$ cat src/rtl/phycr_pkg.sv
package phycr_pkg;

    typedef enum logic [1:0] {
        ST_IDLE,
        ST_SETUP,
        ST_WAIT_HI,
        ST_WAIT_LO
    } seq_state_t;

    typedef enum logic [1:0] {
        PH_ADDR,
        PH_DATA,
        PH_COMMIT,
        PH_READ
    } seq_phase_t;

    typedef struct packed {
        logic cap_addr;
        logic cap_data;
        logic rd;
        logic wr;
    } strobe_t;

    localparam strobe_t STB_NONE = '{cap_addr: 1'b0, cap_data: 1'b0, rd: 1'b0, wr: 1'b0};

    function automatic strobe_t phase_strobe(input seq_phase_t ph);
        strobe_t s;
        s = STB_NONE;
        case (ph)
            PH_ADDR:   s.cap_addr = 1'b1;
            PH_DATA:   s.cap_data = 1'b1;
            PH_COMMIT: s.wr       = 1'b1;
            PH_READ:   s.rd       = 1'b1;
            default:   s = STB_NONE;
        endcase
        return s;
    endfunction

    function automatic seq_phase_t phase_after(input seq_phase_t ph, input logic is_write);
        seq_phase_t n;
        case (ph)
            PH_ADDR: n = is_write ? PH_DATA : PH_READ;
            PH_DATA: n = PH_COMMIT;
            default: n = PH_ADDR;
        endcase
        return n;
    endfunction

    function automatic logic phase_is_last(input seq_phase_t ph);
        return (ph == PH_COMMIT) || (ph == PH_READ);
    endfunction

endpackage

$ cat src/rtl/phycr_sync.sv
module phycr_sync #(
    parameter int STAGES = 2
) (
    input  logic clk,
    input  logic rst,
    input  logic d,
    output logic q
);
    logic [STAGES-1:0] chain;

    generate
        if (STAGES == 1) begin : g_single
            always_ff @(posedge clk) begin
                if (rst) chain <= '0;
                else     chain <= d;
            end
        end else begin : g_multi
            always_ff @(posedge clk) begin
                if (rst) chain <= '0;
                else     chain <= {chain[STAGES-2:0], d};
            end
        end
    endgenerate

    assign q = chain[STAGES-1];
endmodule

$ cat src/rtl/phycr_timer.sv
module phycr_timer #(
    parameter int TW = 8
) (
    input  logic          clk,
    input  logic          rst,
    input  logic          clear,
    input  logic          run,
    input  logic [TW-1:0] limit,
    output logic          expired
);
    logic [TW-1:0] count;

    assign expired = run && (count == limit);

    always_ff @(posedge clk) begin
        if (rst || clear) begin
            count <= '0;
        end else if (run && !expired) begin
            count <= count + 1'b1;
        end
    end
endmodule

$ cat src/rtl/phycr_core.sv
module phycr_core
    import phycr_pkg::*;
#(
    parameter int DW = 16
) (
    input  logic          clk,
    input  logic          rst,
    input  logic          req_valid,
    input  logic          req_write,
    input  logic [DW-1:0] req_addr,
    input  logic [DW-1:0] req_wdata,
    input  logic          ack_s,
    input  logic [DW-1:0] phy_dout,
    input  logic          tmr_expired,
    output logic          tmr_clear,
    output logic          tmr_run,
    output logic          busy,
    output logic          done,
    output logic          err,
    output logic [DW-1:0] rd_data,
    output logic [DW-1:0] phy_din,
    output strobe_t       stb
);
    seq_state_t    state;
    seq_phase_t    phase;
    logic          op_write;
    logic [DW-1:0] wdata_q;

    // The timer is cleared when a wait state is entered and runs only while waiting.
    assign tmr_run   = (state == ST_WAIT_HI) || (state == ST_WAIT_LO);
    assign tmr_clear = (state == ST_SETUP) || ((state == ST_WAIT_HI) && ack_s);

    assign busy = (state != ST_IDLE);
    assign stb  = (state == ST_WAIT_HI) ? phase_strobe(phase) : STB_NONE;

    always_ff @(posedge clk) begin
        if (rst) begin
            state    <= ST_IDLE;
            phase    <= PH_ADDR;
            op_write <= 1'b0;
            wdata_q  <= '0;
            phy_din  <= '0;
            rd_data  <= '0;
            done     <= 1'b0;
            err      <= 1'b0;
        end else begin
            done <= 1'b0;
            case (state)
                ST_IDLE: begin
                    if (req_valid) begin
                        op_write <= req_write;
                        wdata_q  <= req_wdata;
                        phy_din  <= req_addr;
                        phase    <= PH_ADDR;
                        state    <= ST_SETUP;
                    end
                end
                ST_SETUP: begin
                    state <= ST_WAIT_HI;
                end
                ST_WAIT_HI: begin
                    if (ack_s) begin
                        if (phase == PH_READ) begin
                            rd_data <= phy_dout;
                        end
                        state <= ST_WAIT_LO;
                    end else if (tmr_expired) begin
                        err   <= 1'b1;
                        done  <= 1'b1;
                        state <= ST_IDLE;
                    end
                end
                ST_WAIT_LO: begin
                    if (!ack_s) begin
                        if (phase_is_last(phase)) begin
                            done  <= 1'b1;
                            state <= ST_IDLE;
                        end else begin
                            phase <= phase_after(phase, op_write);
                            if (phase_after(phase, op_write) == PH_DATA) begin
                                phy_din <= wdata_q;
                            end
                            state <= ST_SETUP;
                        end
                    end else if (tmr_expired) begin
                        err   <= 1'b1;
                        done  <= 1'b1;
                        state <= ST_IDLE;
                    end
                end
                default: state <= ST_IDLE;
            endcase
        end
    end
endmodule

$ cat src/rtl/phycr_seq.sv
module phycr_seq
    import phycr_pkg::*;
#(
    parameter int DW        = 16,
    parameter int TW        = 8,
    parameter int SYNC_STGS = 2
) (
    input  logic          clk,
    input  logic          rst,
    input  logic          req_valid,
    input  logic          req_write,
    input  logic [DW-1:0] req_addr,
    input  logic [DW-1:0] req_wdata,
    input  logic [TW-1:0] tmo_limit,
    output logic          busy,
    output logic          done,
    output logic          err,
    output logic [DW-1:0] rd_data,
    output logic [DW-1:0] phy_din,
    output logic          phy_cap_addr,
    output logic          phy_cap_data,
    output logic          phy_rd,
    output logic          phy_wr,
    input  logic [DW-1:0] phy_dout,
    input  logic          phy_ack
);
    logic    ack_s;
    logic    tmr_clear;
    logic    tmr_run;
    logic    tmr_expired;
    strobe_t stb;

    phycr_sync #(.STAGES(SYNC_STGS)) u_sync (
        .clk (clk),
        .rst (rst),
        .d   (phy_ack),
        .q   (ack_s)
    );

    phycr_timer #(.TW(TW)) u_timer (
        .clk     (clk),
        .rst     (rst),
        .clear   (tmr_clear),
        .run     (tmr_run),
        .limit   (tmo_limit),
        .expired (tmr_expired)
    );

    phycr_core #(.DW(DW)) u_core (
        .clk         (clk),
        .rst         (rst),
        .req_valid   (req_valid),
        .req_write   (req_write),
        .req_addr    (req_addr),
        .req_wdata   (req_wdata),
        .ack_s       (ack_s),
        .phy_dout    (phy_dout),
        .tmr_expired (tmr_expired),
        .tmr_clear   (tmr_clear),
        .tmr_run     (tmr_run),
        .busy        (busy),
        .done        (done),
        .err         (err),
        .rd_data     (rd_data),
        .phy_din     (phy_din),
        .stb         (stb)
    );

    assign phy_cap_addr = stb.cap_addr;
    assign phy_cap_data = stb.cap_data;
    assign phy_rd       = stb.rd;
    assign phy_wr       = stb.wr;
endmodule

$ cat config.mk
export PLATFORM = sky130hd
export DESIGN_NAME = phycr_seq
export DESIGN_NICKNAME = d
export VERILOG_FILES = /design/src/rtl/phycr_pkg.sv /design/src/rtl/phycr_sync.sv /design/src/rtl/phycr_timer.sv /design/src/rtl/phycr_core.sv /design/src/rtl/phycr_seq.sv
export SDC_FILE = /design/constraint.sdc
export NUM_CORES = 1
export LEC_CHECK = 0
export BUFFER_PORTS_ARGS = -buffer_cell sky130_fd_sc_hd__buf_2
export CAP_MARGIN = 40
export CORE_AREA = 2 2 70 86
export CTS_BUF_LIST = sky130_fd_sc_hd__clkbuf_8
export CTS_CLUSTER_DIAMETER = 200
export DETAILED_ROUTE_END_ITERATION = 6
export DIE_AREA = 0 0 72 88
export PLACE_DENSITY_LB_ADDON = 0.1
export REMOVE_ABC_BUFFERS = 1
export SLEW_MARGIN = 20
export SYNTH_ARGS = -nofsm -noshare
export SYNTH_HDL_FRONTEND = slang
export SYNTH_SLANG_ARGS = --single-unit
$ cat constraint.sdc
create_clock -name clk -period 1.9 [get_ports clk]
set_input_delay 0.19 -clock clk [delete_from_list [all_inputs] [get_ports clk]]
set_output_delay 0.19 -clock clk [all_outputs]
set_load 0.005 [all_outputs]
==> results.tsv, run 1 <==
metric	value	unit
Final Max Tran Viols	0	
vias per cell	5.188	
NetSw	836.7	uW
drt first pass iters	4	
CP Cell Sequence	nand2_1 -> or2_2 -> a21oi_2 -> buf_4 -> nor2_1 -> a311oi_1	
Clk pwr share	36.9	%
Internal Pwr Total	2.307	mW
Die Height	88	um
final hold viol count	0	
IO buf count	99	
grt peak-use layer	met2	
f_max	575.1	MHz
Reg clk slew, reported paths	0.07	ns
Reg2Reg Setup Slack	0.16	ns
worst reg-to-reg path cell count	6	
Slew Limit Headroom	67.65	%
largest net degree at the start of global routing	25	
Resized Gates After CTS	0	
Cell Area, Synth	0.002730	sq mm
most frequent cells in the layout	buf_2, nand2_1, dfxtp_1	
met2 Use GR	35.94	%
vias post-DR	2651	
power per cell area	894.1	mW/mm^2
WL final	6402	um
post-route DRC violation count	0	
hold_buf cts	0	
CP max stage cell	dfxtp_1	
P_leak	1.534	nW
Hold Path Class	input pin to flop	
crit path capture type	flop	
row cnt	30	
Util after Layout	63.72	%
sequential area share after synthesis	47.66	%
most common cell after layout, fill and taps aside	buf_2	
ANT nets after route	0	
Final nets	504	
period utilization	91.51	%
Final setup viols	0	
Synth Warn #	0	
Sink Count	65	
Sw Share	26.62	%
worst vdd ir	0.5214	mV
grt ovf	0	
slew at the pin with the worst max-slew slack	0.4823	ns
GPL Wtd Cong	0.7368	
Setup Fix Bufs, Post-CTS	0	
Root Driver	clkbuf_8	
DR WL/cell	12.53	um
critical path required time	2.13	ns
worst-case clock buffer depth	2	
crit path DAT	1.97	ns
ANT cells	0	
1st-iter DRT viols	109	
first-pass GRT wire length	10710	um
clk_lat worst skew	0.33	ns
Comb power frac	15.3	%
CTS H-tree depth	3	
Period minus WS final	1.739	ns
met3 Resource Use GR	3.913	%
Power, Total	3.144	mW
Tot GR Track Use	20.98	%
count of cell types in the netlist	38	
startpoint type of the worst setup path	flop	
cts bufs inserted	9	
CTS tree	done	
maxcap violations	0	
Die X	72	um
Die ar.	0.006336	sq mm
CP delay by family, top	simple AND/OR/NAND/NOR gates	
Levels on crit path	6	
Fin Setup TNS	0	ns
share of cells above drive strength 1	31.32	%
number of global-route vias before repair	2462	
Area growth, synth to finish	28.78	%
worst hold path stage count	2	
WP buf/inv	1	
Synth Register Bits	65	
Post-DP HPWL	4571	um
Post-Syn Instances	343	
I/O Pins	100	
initial antenna violation count	0	
Setup CP Type	flop to flop	
crit path max fanout	18	
RSZ-0062 raised after global routing	false	
status	finished, final reports clean	
sequential share of power	47.9	%
syn avg cell area	7.960	sq um
Final Skew	0.008843	ns
core area	0.005518	sq mm
CP max stage delay	0.48	ns
met1 Usage GRT	26.31	%
Starting Density	49.48	%
area by class of cell:
type | instances | area, sq um
Clock inverter | 6 | 67.56
Clock buffer | 10 | 137.6
Timing Repair Buffer | 114 | 608.1
Tap cell | 64 | 80.08
Sequential cell | 65 | 1304
Inverter | 3 | 11.26
Multi-Input combinational cell | 249 | 1308
Fill cell | 532 | 2002
power groups by stage:
stage | clock network [mW] | registers [mW] | logic (mW)
after floorplan | 0 | 1.56 | 0.220
after global placement | 0 | 1.53 | 0.475
after detailed placement | 0 | 1.53 | 0.482
after CTS | 1.19 | 1.50 | 0.483
after global routing | 1.25 | 1.52 | 0.544
final | 1.16 | 1.50 | 0.480
registers in the layout (all words and copies together), names as in the netlist, 2 cells and up:
| register | flops |
|---|---|
| u_core.phase | 2 |
| u_core.rd_data | 16 |
| u_core.wdata_q | 16 |
| u_sync.chain | 2 |
| u_core.phy_din | 16 |
| u_timer.count | 8 |
| u_core.state | 2 |
final timing paths:
path,to,startpoint
max,u_core.phy_din[10],u_core.state[0]
min,u_sync.chain[0],phy_ack
max reg2reg,u_core.phy_din[10],u_core.state[0]
min reg2reg,u_sync.chain[1],u_sync.chain[0]
routing by layer:
layer / vias up / share of wire (%)
met1: 1183 / 44
li1: 1377 / -
met2: 84 / 49
met3: 7 / 5.9
met5: - / 0
met4: 0 / 1.1
cell families (layout without fill, tap and decap cells):
logic type / Yosys count / in the layout / synth area share [%]
simple gates: 158 / 158 / 25.57
compound gates: 78 / 78 / 17.83
flops: 65 / 65 / 47.66
buf+inv: 29 / 133 / 4.537
xor+xnor: 10 / 10 / 3.208
mux: 2 / 2 / 0.7333
fa+ha+maj: 1 / 1 / 0.4582
per-stage QoR:
step / hold WS, ns / setup WS [ns] / cells / area (sq um)
finish: 0.08775 / 0.1613 / 511 / 3516
global route: 0.08395 / 0.02810 / 511 / 3516
CTS: 0.07759 / 0.1215 / 511 / 3511
detailed placement: 0.4225 / 0.1575 / 495 / 3306
global placement: 0.4208 / 0.2015 / 495 / 3306
floorplan: 0.2591 / -0.8391 / 317 / 2618
cell usage after synthesis:
master / instances / area, sq um
or2_2: 2 / 12.51
clkbuf_2: 1 / 5.000
a2111oi_0: 1 / 8.760
nor3_1: 4 / 20.02
ha_1: 1 / 12.51
nand4_1: 4 / 25.02
a31oi_1: 2 / 12.51
nor3b_1: 1 / 7.510
xor2_1: 8 / 70.07
or3_2: 2 / 15.01
nor2b_1: 3 / 18.77
mux2i_1: 2 / 20.02
a21oi_1: 45 / 225.2
o22a_1: 1 / 8.760
buf_2: 5 / 25.02
o21ai_0: 4 / 20.02
nor3_2: 1 / 10.01
nor3b_2: 1 / 12.51
o31ai_1: 3 / 22.52
xnor2_1: 2 / 17.52
and2_1: 2 / 12.51
nand2b_1: 2 / 12.51
or4_1: 3 / 22.52
nand2_1: 91 / 341.6
a21oi_2: 1 / 8.760
o211ai_1: 1 / 7.510
nand3_1: 17 / 85.08
a211o_1: 1 / 8.760
buf_6: 1 / 11.26
a211oi_1: 2 / 15.01
nor4_1: 2 / 12.51
nor2_1: 22 / 82.58
clkbuf_1: 19 / 71.32
a311oi_1: 16 / 140.1
dfxtp_1: 65 / 1301
inv_1: 3 / 11.26
nand3b_1: 1 / 7.510
o31a_1: 1 / 8.760
Power figures use the tool's default switching activity.
==> run 2: changes to the inputs <==
Settings changed: BUFFER_PORTS_ARGS -buffer_cell sky130_fd_sc_hd__buf_2 to -buffer_cell sky130_fd_sc_hd__buf_4, RECOVER_POWER from default to 100.
==> run 2 against run 1 <==
  * Core utilization increased by 3.2 points
  * Non-clock buffer count unchanged
  * First-iteration DRC count increased by 16%
  * Power decreased by 4.2%
==> results.tsv, run 2 (same netlist as run 1, synthesis figures left out) <==
metric	value	unit
Design Area, Final	0.003691	sq mm
slew at the pin with the worst max-slew slack	1.298	ns
area of the multi-input gates	0.001297	sq mm
Final Skew	0.007306	ns
core area	0.005518	sq mm
P_leak	1.546	nW
CP Cell Sequence	buf_4 -> nand2b_1 -> nor3_2 -> nand2_1 -> nand2_1 -> a21oi_1	
initial antenna violation count	0	
worst-case clock buffer depth	2	
most frequent cells in the layout	nand2_1, buf_4, dfxtp_1	
final hold viol count	0	
Tot GR Track Use	21.93	%
number of global-route vias before repair	2440	
f_max	587.4	MHz
CP max stage cell	dfxtp_1	
share of cells above drive strength 1	29.82	%
Sink Count	65	
Fin Setup TNS	0	ns
fill count	529	
vias post-DR	2704	
I/O Pins	100	
ANT nets after route	0	
most common cell after layout, fill and taps aside	nand2_1	
Die Height	88	um
Starting Density	49.48	%
drt first pass iters	4	
first-pass GRT wire length	10920	um
Period minus WS final	1.702	ns
Largest regs	u_core.phy_din x16, u_core.rd_data x16, u_core.wdata_q x16	
RSZ-0062 raised after global routing	false	
clk_lat worst skew	0.33	ns
Setup Fix Bufs, Post-CTS	0	
crit path capture type	flop	
CTS H-tree depth	3	
CP delay by family, top	simple AND/OR/NAND/NOR gates	
placed cell area	0.003553	sq mm
crit path DAT	1.91	ns
post-route DRC violation count	0	
Area growth, synth to finish	35.20	%
startpoint type of the worst setup path	flop	
WP buf/inv	1	
CTS tree	done	
1st-iter DRT viols	126	
maxcap violations	0	
Util after Layout	66.89	%
Resized Gates After CTS	0	
status	finished, final reports clean	
register area	0.001305	sq mm
Die X	72	um
row cnt	30	
CP max stage delay	0.40	ns
Reg clk slew, reported paths	0.07	ns
GPL Wtd Cong	0.7568	
Power, Total	3.012	mW
IO buf count	99	
worst vdd ir	0.5500	mV
Post-DP HPWL	4586	um
largest net degree at the start of global routing	32	
crit path max fanout	16	
Final Max Tran Viols	0	
ANT cells	0	
critical path required time	2.11	ns
DR WL/cell	12.89	um
vias per cell	5.302	
Setup CP Type	flop to flop	
hold_buf cts	0	
grt ovf	0	
Die ar.	0.006336	sq mm
period utilization	89.60	%
Final setup viols	0	
cts bufs inserted	9	
Hold Path Class	input pin to flop	
Final nets	504	
WL final	6573	um
Root Driver	clkbuf_8	
power per cell area	816.1	mW/mm^2
Slew Limit Headroom	13.48	%
CP most frequent cell	nand2_1	
-- run 2: changes by cell type in the layout (fill, tap and decap cells not counted), moves of 2 or more --
cell	before	now
clkbuf_1	0	4
buf_2	99	1
clkinvlp_4	2	0
clkinv_4	2	0
buf_4	15	74
clkbuf_4	0	34
clkinv_2	1	4
-- run 2: area by class of cell --
cell class                      count  share of cell area (%)
Sequential cell                    65                   35.36
Clock buffer                       10                   3.729
Tap cell                           64                   2.169
Clock inverter                      5                  0.6441
Inverter                            3                  0.3051
Multi-Input combinational cell    249                   35.15
Timing Repair Buffer              114                   22.64
-- run 2: stage by stage --
stage          cells  setup WS [ns]  hold slack [ns]
6_report         510         0.1976          0.07974
3_3_place_gp     495         0.2096           0.4184
4_1_cts          510         0.1270          0.06548
2_1_floorplan    317        -0.8391           0.2591
3_5_place_dp     495         0.1625           0.4140
5_1_grt          510        0.01623          0.08122
-- run 2: worst paths after layout --
path | from | to | slack, ns | cells after the start
worst min-delay path | phy_ack | u_sync.chain[0] | 0.08 | 2
worst max-delay path | u_core.state[1] | u_core.rd_data[1] | 0.20 | 6
worst max register to register | u_core.state[1] | u_core.rd_data[1] | 0.20 | 6
worst min register to register | u_core.rd_data[11] | u_core.rd_data[11] | 0.45 | 2
-- run 2: routing by layer --
metal	GRT usage (%)	vias to the layer above	wire length, um	part of all wire (%)
met1	27.27	1220	2864	44
li1	-	1385	-	-
met5	0	-	0	0
met3	6.674	10	440	6.7
met4	8.405	0	93	1.4
met2	35.77	89	3174	48
-- run 2: power breakdown --
| group | switching [mW] | internal, mW |
|---|---|---|
| Clock | 0.491 | 0.487 |
| Combinational | 0.270 | 0.259 |
| Sequential | 0.0512 | 1.45 |
| Total | 0.813 | 2.20 |
-- run 2: worst reg2reg max path: cells and delay by family, from the launching register on --
kind | cells | cell delay [ns]
flops | 1 | 0.40
simple gates | 4 | 0.90
buf+inv | 1 | 0.20
compound gates | 1 | 0.07
==> run 3: changes to the inputs <==
Settings changed: CORE_AREA 2 2 70 86 to 2 2 72 88, DIE_AREA 0 0 72 88 to 0 0 74 90, SYNTH_HIERARCHICAL from default to 1.
==> run 3 against run 2 <==
  * Critical path type is now flop to output port
  * Hold slack got worse by 0.0043 ns
  * Setup slack got worse by 0.070 ns
  * Power increased by 2.9%
  * Largest power group unchanged
  * Critical endpoint is now phy_rd
  * Sequential power about the same
==> results.tsv, run 3 <==
metric	value	unit
Final nets	483	
Design Area, Final	0.003915	sq mm
largest net degree at the start of global routing	40	
Starting Density	50.31	%
Final setup viols	0	
area fraction of the dominant cell type after synthesis	44.16	%
most common cell after layout, fill and taps aside	buf_4	
CP max stage delay	0.37	ns
grt peak-use layer	met2	
vias per cell	5.311	
Die X	74	um
CP Cell Sequence	buf_4 -> nand4b_1 -> inv_2 -> clkbuf_4	
crit path max fanout	17	
Post-DP HPWL	4724	um
Final Max Tran Viols	0	
sequential area share after synthesis	44.16	%
Area growth, synth to finish	32.87	%
CTS H-tree depth	3	
placed insts	492	
NetSw	787.4	uW
grt ovf	0	
met1 Usage GRT	25.72	%
vias post-DR	2698	
f_max	564.3	MHz
sequential share of power	47.8	%
Root Driver	clkbuf_8	
Hold Path Class	input pin to flop	
P_leak	1.659	nW
met2 Use GR	38.54	%
Cell Area, Synth	0.002947	sq mm
row cnt	31	
crit path capture type	output port	
Internal Pwr Total	2.314	mW
CTS tree	done	
share of cells above drive strength 1	33.10	%
first-pass GRT wire length	11850	um
Setup CP Type	flop to output port	
EDFF count, synth	0	
DR WL/cell	13.90	um
maxcap violations	0	
Largest regs	u_core/phy_din x16, u_core/rd_data x16, u_core/wdata_q x16	
worst vdd ir	0.5553	mV
Slew Limit Headroom	63.11	%
most frequent cell after synthesis	dfxtp_1	
Sw Share	25.39	%
final hold viol count	0	
Reg clk slew, reported paths	0.07	ns
initial antenna violation count	0	
Clk pwr share	36.3	%
hold_buf cts	0	
critical path required time	1.71	ns
I/O Pins	100	
Tot GR Track Use	22.34	%
placed cell area	0.003747	sq mm
share of flip-flops with an asynchronous set or reset	0	%
most frequent cells in the layout	buf_4, dfxtp_1, a21oi_1	
Post-Syn Instances	328	
final non-filler cell total	508	
Comb power frac	15.9	%
Die Height	90	um
ANT nets after route	0	
Post-synth top flop	dfxtp_1	
IO buf count	99	
startpoint type of the worst setup path	flop	
Synth Register Bits	65	
Die ar.	0.006660	sq mm
met3 Resource Use GR	6.278	%
top cell type by total area after synthesis	dfxtp_1	
RSZ-0062 raised after global routing	false	
Final Skew	0.007979	ns
slew at the pin with the worst max-slew slack	0.5514	ns
most frequent cells after synthesis	dfxtp_1, a21oi_1, nand2_1	
period utilization	93.26	%
clk_lat worst skew	0.34	ns
core area	0.005857	sq mm
post-route DRC violation count	0	
cts bufs inserted	9	
status	finished, final reports clean	
power per cell area	792.1	mW/mm^2
drt first pass iters	4	
count of cell types in the netlist	46	
CP delay by family, top	buffers and inverters	
1st-iter DRT viols	239	
crit path DAT	1.58	ns
syn avg cell area	8.983	sq um
WL final	7059	um
Synth Warn #	6	
main area contributors after synthesis	dfxtp_1, a21oi_1, mux2i_1	
Util after Layout	66.84	%
WP buf/inv	3	
number of global-route vias before repair	2598	
fill count	536	
ANT cells	0	
worst-case clock buffer depth	2	
Sink Count	65	
Period minus WS final	1.772	ns
CP max stage cell	dfxtp_1	
GPL Wtd Cong	0.8922	
-- run 3: kinds of logic (layout without fill, tap and decap cells) --
logic type               Yosys count  count (layout)  share of synthesized area, %
flip-flops                        65              65                         44.16
AND/OR/NAND/NOR                   97              97                         17.07
buffers and inverters             32             130                         5.817
adder cells (fa/ha/maj)            1               1                        0.4246
XOR/XNOR                          11              11                         3.270
AO/OA/AOI/OAI                    102             102                         22.46
multiplexers                      20              20                         6.794
-- run 3: timing repair --
item / CTS / global route
hold endpoints to repair: 0 / 0
resized for setup: 0 / 1
buffers inserted: 0 / 0
setup endpoints to repair: 0 / 3
-- run 3: final timing paths --
check | from | endpoint | slack, ns | cells past startpoint
setup / recovery | u_core/state[0] | phy_rd | 0.13 | 4
hold / removal | phy_ack | u_sync/chain[0] | 0.08 | 2
setup reg to reg | u_timer/count[1] | u_core/state[1] | 0.21 | 7
hold reg to reg | u_sync/chain[0] | u_sync/chain[1] | 0.43 | 1
-- run 3: layout make-up --
cell class                 instances  area, sq um  area share, %
multi-input combinational        231         1490          38.06
sequential                        65         1301          33.24
timing repair buffer             112        824.5          21.06
clock buffer                      10        137.6          3.516
tap                               82        102.6          2.621
clock inverter                     6        51.30          1.310
inverter                           2        7.507         0.1918
-- run 3: power by group through the flow --
stage	Combinational (mW)	Sequential (mW)	Clock, mW
final	0.494	1.48	1.12
after global routing	0.547	1.49	1.21
after CTS	0.512	1.48	1.15
after detailed placement	0.508	1.51	0
after global placement	0.501	1.51	0
after floorplan	0.223	1.52	0
-- run 3: stage by stage --
step | setup TNS, ns | setup slack, ns | hold WS, ns | total power, mW
floorplan | -16.29 | -0.9693 | 0.2546 | 1.742
global placement | 0 | 0.2351 | 0.4126 | 2.013
detailed placement | 0 | 0.1609 | 0.4177 | 2.021
CTS | 0 | 0.1455 | 0.07205 | 3.143
global route | 0 | 0.006449 | 0.06821 | 3.246
finish | 0 | 0.1280 | 0.07544 | 3.101
-- run 3: per-layer routing --
| metal | routed length, um | vias to the layer above |
|---|---|---|
| met5 | 0 | - |
| met4 | 63 | 0 |
| met3 | 458 | 6 |
| met2 | 3516 | 86 |
| met1 | 3019 | 1243 |
| li1 | - | 1363 |
